File: src/rtl/e1pm_pkg.sv
`timescale 1ns/1ps
package e1pm_pkg;
   localparam int NCNT   = 6;
   localparam int NLAT   = 4;
   localparam int ADDR_W = 4;
   localparam int INC_W  = 2;

   localparam int IX_EBIT = 0;
   localparam int IX_BPV  = 1;
   localparam int IX_CRC  = 2;
   localparam int IX_FAS  = 3;
   localparam int IX_PRBS = 4;
   localparam int IX_LOBF = 5;

   localparam int A_CTRL  = 0;
   localparam int A_LIVE0 = 1;
   localparam int A_LAT0  = 7;
   localparam int A_EVT   = 11;
   localparam int A_OVF   = 12;
   localparam int A_EMSK  = 13;
   localparam int A_OMSK  = 14;
   localparam int A_SEC   = 15;

   localparam int C_CLR   = 0;
   localparam int C_AUTO  = 1;
   localparam int C_SECEN = 2;
   localparam int CTRL_W  = 3;
endpackage

File: src/rtl/e1pm_counter.sv
`timescale 1ns/1ps
module e1pm_counter #(
   parameter int W     = 8,
   parameter int INC_W = 2
) (
   input  logic             clk,
   input  logic             rst_n,
   input  logic             clr,
   input  logic [INC_W-1:0] inc,
   output logic [W-1:0]     count,
   output logic             wrap
);
   localparam int SW = W + 1;

   if (W < INC_W) begin : g_bad_w
      $error("e1pm_counter: W must be at least INC_W");
   end

   logic [W-1:0]  base;
   logic [SW-1:0] sum;

   always_comb begin
      base = clr ? '0 : count;
      sum  = SW'(base) + SW'(inc);
      wrap = sum[W];
   end

   always_ff @(posedge clk or negedge rst_n) begin
      if (!rst_n) count <= '0;
      else        count <= sum[W-1:0];
   end
endmodule

File: src/rtl/e1pm_sec_timer.sv
`timescale 1ns/1ps
module e1pm_sec_timer #(
   parameter int TICKS = 8000
) (
   input  logic clk,
   input  logic rst_n,
   input  logic tick,
   output logic sec_pulse
);
   localparam int TW = (TICKS > 2) ? $clog2(TICKS) : 1;
   localparam logic [TW-1:0] LAST = TW'(TICKS - 1);

   if (TICKS < 2) begin : g_bad_ticks
      $error("e1pm_sec_timer: TICKS must be at least 2");
   end

   logic [TW-1:0] cnt;

   assign sec_pulse = tick && (cnt == LAST);

   always_ff @(posedge clk or negedge rst_n) begin
      if (!rst_n)         cnt <= '0;
      else if (sec_pulse) cnt <= '0;
      else if (tick)      cnt <= cnt + 1'b1;
   end
endmodule

File: src/rtl/e1pm_sticky.sv
`timescale 1ns/1ps
module e1pm_sticky #(
   parameter int N = 6
) (
   input  logic         clk,
   input  logic         rst_n,
   input  logic [N-1:0] set,
   input  logic         rd_clr,
   output logic [N-1:0] status
);
   if (N < 1) begin : g_bad_n
      $error("e1pm_sticky: N must be positive");
   end

   always_ff @(posedge clk or negedge rst_n) begin
      if (!rst_n) status <= '0;
      else        status <= (rd_clr ? '0 : status) | set;
   end
endmodule

File: src/rtl/e1_perf_mon.sv
`timescale 1ns/1ps
module e1_perf_mon
   import e1pm_pkg::*;
#(
   parameter int CNT_W     = 8,
   parameter int REG_W     = 16,
   parameter int SEC_TICKS = 8000
) (
   input  logic             clk,
   input  logic             rst_n,
   input  logic             ev_ebit,
   input  logic             ev_bpv,
   input  logic             ev_crc_a,
   input  logic             ev_crc_b,
   input  logic             ev_fas,
   input  logic             ev_prbs,
   input  logic             sync_lost,
   input  logic             frame_tick,
   input  logic [3:0]       reg_addr,
   input  logic             reg_wr,
   input  logic [REG_W-1:0] reg_wdata,
   input  logic             reg_rd,
   output logic [REG_W-1:0] reg_rdata,
   output logic             irq
);
   localparam int LIVE_FW = NCNT * CNT_W;
   localparam int LAT_FW  = NLAT * CNT_W;

   if (CNT_W < INC_W || CNT_W > REG_W) begin : g_bad_cnt_w
      $error("e1_perf_mon: CNT_W must lie between INC_W and REG_W");
   end
   if (REG_W < NCNT) begin : g_bad_reg_w
      $error("e1_perf_mon: REG_W must hold one bit per counter");
   end

   logic [CTRL_W-1:0] ctrl_q;
   logic [NCNT-1:0]   emsk_q, omsk_q;
   logic              wr_ctrl, clr_pulse, sec_pulse, live_clr;
   logic [INC_W-1:0]  inc [NCNT];
   logic [CNT_W-1:0]  live [NCNT];
   logic [CNT_W-1:0]  lat  [NLAT];
   logic [NCNT-1:0]   wrap, evt_set;
   logic [NCNT-1:0]   evt_st, ovf_st;
   logic              sec_st;
   logic [LIVE_FW-1:0] live_flat;
   logic [LAT_FW-1:0]  lat_flat;
   logic [REG_W-1:0]   unused_wdata;

   assign unused_wdata = reg_wdata;

   // control register and the rising-edge clear request
   assign wr_ctrl   = reg_wr && (reg_addr == ADDR_W'(A_CTRL));
   assign clr_pulse = wr_ctrl && reg_wdata[C_CLR] && !ctrl_q[C_CLR];

   always_ff @(posedge clk or negedge rst_n) begin
      if (!rst_n) begin
         ctrl_q <= '0;
         emsk_q <= '0;
         omsk_q <= '0;
      end else if (reg_wr) begin
         if (reg_addr == ADDR_W'(A_CTRL)) ctrl_q <= reg_wdata[CTRL_W-1:0];
         if (reg_addr == ADDR_W'(A_EMSK)) emsk_q <= reg_wdata[NCNT-1:0];
         if (reg_addr == ADDR_W'(A_OMSK)) omsk_q <= reg_wdata[NCNT-1:0];
      end
   end

   e1pm_sec_timer #(.TICKS(SEC_TICKS)) u_timer (
      .clk(clk), .rst_n(rst_n), .tick(frame_tick), .sec_pulse(sec_pulse)
   );

   assign live_clr = clr_pulse || (sec_pulse && ctrl_q[C_AUTO]);

   // per-counter increment amounts
   always_comb begin
      inc[IX_EBIT] = INC_W'(ev_ebit);
      inc[IX_BPV]  = INC_W'(ev_bpv);
      inc[IX_CRC]  = INC_W'(ev_crc_a) + INC_W'(ev_crc_b);
      inc[IX_FAS]  = INC_W'(ev_fas);
      inc[IX_PRBS] = INC_W'(ev_prbs);
      inc[IX_LOBF] = INC_W'(frame_tick && sync_lost);
   end

   for (genvar i = 0; i < NCNT; i++) begin : g_cnt
      e1pm_counter #(.W(CNT_W), .INC_W(INC_W)) u_cnt (
         .clk(clk), .rst_n(rst_n), .clr(live_clr),
         .inc(inc[i]), .count(live[i]), .wrap(wrap[i])
      );
      assign evt_set[i] = |inc[i];
      assign live_flat[i*CNT_W +: CNT_W] = live[i];
   end

   for (genvar j = 0; j < NLAT; j++) begin : g_lat
      always_ff @(posedge clk or negedge rst_n) begin
         if (!rst_n)         lat[j] <= '0;
         else if (sec_pulse) lat[j] <= live[j];
      end
      assign lat_flat[j*CNT_W +: CNT_W] = lat[j];
   end

   e1pm_sticky #(.N(NCNT)) u_evt (
      .clk(clk), .rst_n(rst_n), .set(evt_set),
      .rd_clr(reg_rd && (reg_addr == ADDR_W'(A_EVT))), .status(evt_st)
   );
   e1pm_sticky #(.N(NCNT)) u_ovf (
      .clk(clk), .rst_n(rst_n), .set(wrap),
      .rd_clr(reg_rd && (reg_addr == ADDR_W'(A_OVF))), .status(ovf_st)
   );
   e1pm_sticky #(.N(1)) u_sec (
      .clk(clk), .rst_n(rst_n), .set(sec_pulse),
      .rd_clr(reg_rd && (reg_addr == ADDR_W'(A_SEC))), .status(sec_st)
   );

   assign irq = (|(evt_st & emsk_q)) || (|(ovf_st & omsk_q))
              || (sec_st && ctrl_q[C_SECEN]);

   // read mux
   always_comb begin
      reg_rdata = '0;
      case (reg_addr)
         ADDR_W'(A_CTRL): reg_rdata = REG_W'(ctrl_q);
         ADDR_W'(A_EVT):  reg_rdata = REG_W'(evt_st);
         ADDR_W'(A_OVF):  reg_rdata = REG_W'(ovf_st);
         ADDR_W'(A_EMSK): reg_rdata = REG_W'(emsk_q);
         ADDR_W'(A_OMSK): reg_rdata = REG_W'(omsk_q);
         ADDR_W'(A_SEC):  reg_rdata = REG_W'(sec_st);
         default:         reg_rdata = '0;
      endcase
      for (int i = 0; i < NCNT; i++)
         if (reg_addr == ADDR_W'(A_LIVE0 + i)) reg_rdata = REG_W'(live[i]);
      for (int j = 0; j < NLAT; j++)
         if (reg_addr == ADDR_W'(A_LAT0 + j)) reg_rdata = REG_W'(lat[j]);
   end
endmodule


File: config.mk
export PLATFORM = sky130hd
export DESIGN_NAME = e1_perf_mon
export DESIGN_NICKNAME = d
export VERILOG_FILES = /design/src/rtl/e1pm_pkg.sv /design/src/rtl/e1pm_counter.sv /design/src/rtl/e1pm_sec_timer.sv /design/src/rtl/e1pm_sticky.sv /design/src/rtl/e1_perf_mon.sv
export SDC_FILE = /design/constraint.sdc
export NUM_CORES = 1
export LEC_CHECK = 0
export ABC_AREA = 1
export CAP_MARGIN = 20
export CORE_MARGIN = 4
export CORE_UTILIZATION = 50
export CTS_BUF_LIST = sky130_fd_sc_hd__clkbuf_8
export CTS_CLUSTER_DIAMETER = 40
export DETAILED_ROUTE_END_ITERATION = 10
export DONT_BUFFER_PORTS = 1
export MAX_ROUTING_LAYER = met4
export PLACE_DENSITY = 0.7
export SLEW_MARGIN = 10
export SYNTH_ARGS = -nofsm -noshare
export SYNTH_HDL_FRONTEND = slang
export SYNTH_SLANG_ARGS = --single-unit
File: constraint.sdc
create_clock -name clk -period 3.3 [get_ports clk]
set_input_delay 0 -clock clk [delete_from_list [all_inputs] [get_ports clk]]
set_output_delay 0 -clock clk [all_outputs]
set_load 0.02 [all_outputs]
==> run summary <==
FLOORPLAN
----------------------------------------------------------------------------------------------------
Core box area                                                                             0.0126 mm2
X dimension of the die                                                                        121 um
Chip height                                                                                   121 um
Die outline area                                                                          0.0147 mm2
Initial Util                                                                                   51.0%
Site row count                                                                                    41
# IOs                                                                                             49

POWER AND IR DROP
----------------------------------------------------------------------------------------------------
Max rail drop VDD                                                                         0.000385 V
P_sw                                                                                         1.91 mW
Leakage power figure                                                                         3.66 nW
Clk network pwr share                                                                          26.4%
Combinational share of power                                                                   28.6%
Sw Share                                                                                       36.5%
Internal                                                                                     3.31 mW
Areal power density over the cells                                                        711 mW/mm2
Flop pwr share                                                                                 45.0%

DRT
----------------------------------------------------------------------------------------------------
DRC violation total after the first TritonRoute iteration                                        525
Residual DRC                                                                                       0
Remaining antenna violation count                                                                  0
Via density                                                                                     5.32
Number of iterations in the first detailed-routing pass                                            6
Mean routed wirelength per cell                                                              16.2 um
Total vias in the final route                                                                   5510
Total Wirelength                                                                            16800 um

FINISH
----------------------------------------------------------------------------------------------------
Number of nets in the finished design                                                            899
Final standard cell utilization of the core                                                    58.3%
Area of the multi-input gates                                                            0.00287 mm2
Area growth syn-to-layout                                                                      14.4%
Post-route insts no fill                                                                        1036
Count of antenna diodes in the layout                                                              0
Number of fillers in the final layout                                                           1120
Area of all sequential standard cells                                                    0.00303 mm2
Fraction of final layout cells sized beyond drive strength 1                                   6.25%

SYNTHESIS
----------------------------------------------------------------------------------------------------
Dominant cells by area after synthesis                                                  sky130_fd_sc_hd__dfrtp_1 (47%), sky130_fd_sc_hd__nand2_1 (13%), sky130_fd_sc_hd__inv_1 (6.1%), sky130_fd_sc_hd__o21ai_0 (5.5%), sky130_fd_sc_hd__nor2_1 (5.4%)
Number of warnings issued by yosys                                                                 0
Average instance area after synthesis                                                       7.94 um2
Biggest area consumer among synthesized cells                                           sky130_fd_sc_hd__dfrtp_1
Synthesized instance count                                                                       807
Library cells used by synthesis                                                                   33
Number of synthesized register bits                                                              121
Fraction of synthesized cell area taken by the top area cell type                              47.2%
Count leader, synth                                                                     sky130_fd_sc_hd__nand2_1
Top cells by instance count after synthesis                                             sky130_fd_sc_hd__nand2_1 (223), sky130_fd_sc_hd__dfrtp_1 (121), sky130_fd_sc_hd__inv_1 (104), sky130_fd_sc_hd__nor2_1 (93), sky130_fd_sc_hd__o21ai_0 (70)
Primary flip-flop cell chosen by synthesis mapping                                      sky130_fd_sc_hd__dfrtp_1
Post-synthesis instance area                                                             0.00641 mm2
Number of enable-type register cells in the synthesized netlist                                    0
Fraction of registers with async set/reset                                                      100%
Sequential share of the synthesized area                                                       47.2%

MIN PATH
----------------------------------------------------------------------------------------------------
Worst Hold Path EP                                                                      g_cnt[0].u_cnt.count[2]$_DFF_PN0_
Hold Startpoint                                                                         reg_wdata[0]
Class of the tightest hold or removal check                                                   in2reg
Number of cells on the worst hold path                                                             3

CLOCK NETWORK
----------------------------------------------------------------------------------------------------
Clock tree from TritonCTS                                                                        yes
CTS H-tree lvls                                                                                    4
Num CTS Buffers                                                                                   17
Worst-case clock buffer depth                                                                      2
Clock-pin slew reported for the worst setup and hold paths after clock tree synthesis        0.07 ns
Setup Fix Bufs, Post-CTS                                                                           0
Clock net sink count                                                                             121
Clock network latency to the later pin of the worst-skew pair                                0.45 ns
Clock tree root buffer cell                                                             sky130_fd_sc_hd__clkbuf_8

GLOBAL ROUTING
----------------------------------------------------------------------------------------------------
Number of global-route vias before repair                                                       5562
First-pass GRT wire length                                                                  28100 um
Initial antenna violation count                                                                    0
Maximum number of pins on one net before global-route repair                                     122
GRT Overall Usage                                                                              25.5%
Total congestion overflow after global routing                                                     0

WORST SETUP PATH
----------------------------------------------------------------------------------------------------
Critical path type                                                                           reg2reg
Top fanout value on the critical path                                                             25
Beginning of the worst register-to-register path                                        u_timer.cnt[7]$_DFFE_PN0P_
Cell count of the worst reg-to-reg path                                                           12
Kind of start point of the critical path                                                   flip-flop
Crit path capture type                                                                     flip-flop
Arrival time of the worst setup path                                                         2.92 ns
Required time of the critical path                                                           3.63 ns
Reg-to-reg endpoint                                                                     u_ovf.status[2]$_DFF_PN0_
Slack of the worst reg-to-reg path                                                           0.71 ns
Critical path startpoint                                                                u_timer.cnt[7]$_DFFE_PN0P_

TIMING
----------------------------------------------------------------------------------------------------
Post-layout min period                                                                       2.59 ns
Hold Violations, Final                                                                             0
Tcrit/Tclk final                                                                               78.5%
Maximum operating frequency                                                                0.386 GHz
Final sum of negative setup slack                                                               0 ns
Finish-stage setup viols                                                                           0
Max Slew Vio Count                                                                                 0
Worst hold slack                                                                            0.114 ns
Transition time of the tightest slew-check pin                                              0.721 ns
Headroom to the max-slew limit                                                                 51.8%
Worst clock skew on the final layout                                                      0.00706 ns
Setup repair after global routing missed its margin                                            false
Final worst slack                                                                           0.709 ns

PLACED DESIGN
----------------------------------------------------------------------------------------------------
Worst slack at placement                                                                    0.683 ns
RePlAce Congestion                                                                              1.00
Half-perimeter wire length after detailed placement                                         12000 um
Placed insts                                                                                     966
Number of input and output port buffers inserted                                                   0

RUN STATUS
----------------------------------------------------------------------------------------------------
Status                                                                                  complete, no violations

JOB
----------------------------------------------------------------------------------------------------
Max-capacitance violation count                                                                    0

==> cell type report <==
type                       count  share of cell area (%)
clock buffer                  20                    3.75
clock inverter                12                    1.83
multi-input combinational    566                    39.1
inverter                     104                    5.32
sequential                   121                    41.3
tap                          172                    2.93
timing repair buffer          41                    5.73
==> critical path, stage by stage, from the launching register on <==
cell                      delay (ns)
sky130_fd_sc_hd__dfrtp_1        0.42
sky130_fd_sc_hd__nor3_1         0.46
sky130_fd_sc_hd__nand4_4        0.16
sky130_fd_sc_hd__nand2_4        0.29
sky130_fd_sc_hd__nor2_1         0.08
sky130_fd_sc_hd__ha_1           0.22
sky130_fd_sc_hd__fa_1           0.41
sky130_fd_sc_hd__nand2_1        0.08
sky130_fd_sc_hd__nor2_1         0.07
sky130_fd_sc_hd__nand3_2        0.08
sky130_fd_sc_hd__nor2_1         0.04
sky130_fd_sc_hd__nand2_1        0.10
sky130_fd_sc_hd__nand2_1        0.06
==> flip-flops by register name, summed over array words and instances (netlist names) <==
register,cells
ctrl_q,3
emsk_q,6
g_cnt.u_cnt.count,48
lat,32
omsk_q,6
u_evt.status,6
u_ovf.status,6
u_sec.status,1
u_timer.cnt,13
==> power by group through the flow <==
| stage | Sequential [mW] | Clock, mW | Combinational (mW) |
|---|---|---|---|
| final | 2.35 | 1.38 | 1.49 |
| after global routing | 2.40 | 1.48 | 1.71 |
| after CTS | 2.33 | 1.40 | 1.50 |
| after global placement | 2.33 | 0 | 1.33 |
| after floorplan | 2.23 | 0 | 1.12 |
| after detailed placement | 2.35 | 0 | 1.41 |
==> through the flow <==
stage	total power, mW	area, um2
final	5.22	7330
after global routing	5.59	7330
after CTS	5.23	7330
after detailed placement	3.76	6530
after global placement	3.66	6530
after floorplan	3.35	6440
==> logic make-up after synthesis <==
| kind of cell | count (synthesis) | synth area share (%) |
|---|---|---|
| and+or+nand+nor | 412 | 28.3 |
| buffers and inverters | 127 | 8.49 |
| DFF | 121 | 47.2 |
| AOI/OAI and AO/OA | 96 | 8.06 |
| xor gates and xnor gates | 34 | 4.64 |
| adders and majority gates | 16 | 3.24 |
| other | 1 | 0.0585 |
==> timing repair <==
| action | CTS | global route |
|---|---|---|
| resized for setup | 0 | 0 |
| setup endpoints to repair | 0 | 0 |
| hold endpoints to repair | 173 | 0 |
| hold buffers | 38 | 0 |
==> layout by cell type (no fill, tap or decap) <==
master | synthesis | routed
sky130_fd_sc_hd__nor2_1 | 93 | 93
sky130_fd_sc_hd__xnor2_1 | 16 | 16
sky130_fd_sc_hd__clkinvlp_4 | 0 | 2
sky130_fd_sc_hd__a221oi_1 | 2 | 2
sky130_fd_sc_hd__buf_16 | 0 | 1
sky130_fd_sc_hd__dfrtp_1 | 121 | 121
sky130_fd_sc_hd__or2_2 | 3 | 3
sky130_fd_sc_hd__nand2_4 | 1 | 1
sky130_fd_sc_hd__nor2_2 | 3 | 3
sky130_fd_sc_hd__fa_1 | 1 | 1
sky130_fd_sc_hd__clkinv_2 | 0 | 2
sky130_fd_sc_hd__nand4_1 | 14 | 14
sky130_fd_sc_hd__o22ai_1 | 2 | 2
sky130_fd_sc_hd__nand3_1 | 46 | 45
sky130_fd_sc_hd__nor3_4 | 2 | 2
sky130_fd_sc_hd__buf_4 | 10 | 3
sky130_fd_sc_hd__dlygate4sd3_1 | 0 | 37
sky130_fd_sc_hd__a21oi_1 | 13 | 13
sky130_fd_sc_hd__nand2_1 | 223 | 223
sky130_fd_sc_hd__o2111ai_1 | 3 | 3
sky130_fd_sc_hd__inv_1 | 104 | 109
sky130_fd_sc_hd__nor2_4 | 3 | 3
sky130_fd_sc_hd__nand3_4 | 1 | 1
sky130_fd_sc_hd__nand3_2 | 7 | 8
sky130_fd_sc_hd__nand4_4 | 1 | 1
sky130_fd_sc_hd__nand3b_1 | 3 | 3
sky130_fd_sc_hd__nor4_1 | 1 | 1
sky130_fd_sc_hd__bufinv_16 | 0 | 3
sky130_fd_sc_hd__clkbuf_8 | 0 | 20
sky130_fd_sc_hd__ha_1 | 15 | 15
sky130_fd_sc_hd__o21ai_0 | 70 | 70
sky130_fd_sc_hd__o21bai_1 | 4 | 4
sky130_fd_sc_hd__xor2_1 | 18 | 18
sky130_fd_sc_hd__nor3_1 | 10 | 10
sky130_fd_sc_hd__a21o_1 | 2 | 2
sky130_fd_sc_hd__conb_1 | 1 | 8
sky130_fd_sc_hd__nand2_2 | 1 | 1
==> layer usage <==
| metal | share of wire [%] | vias up | track usage, % |
|---|---|---|---|
| li1 | - | 2631 | - |
| met1 | 43 | 2623 | 31.6 |
| met2 | 48 | 207 | 40.6 |
| met3 | 6.1 | 49 | 6.20 |
| met4 | 3.0 | 0 | 9.80 |
| met5 | 0 | - | - |
==> worst max path at each step <==
stage	end	slack (ns)	depth (start not counted)
2_1_floorplan	u_ovf.status[2]$_DFF_PN0_	0.74	17
3_3_place_gp	u_ovf.status[2]$_DFF_PN0_	0.74	14
3_5_place_dp	u_ovf.status[2]$_DFF_PN0_	0.68	14
4_1_cts	u_ovf.status[2]$_DFF_PN0_	0.66	14
5_1_grt	u_ovf.status[2]$_DFF_PN0_	0.48	14
6_report	u_ovf.status[2]$_DFF_PN0_	0.71	12
(Power assumes the default switching activity.)
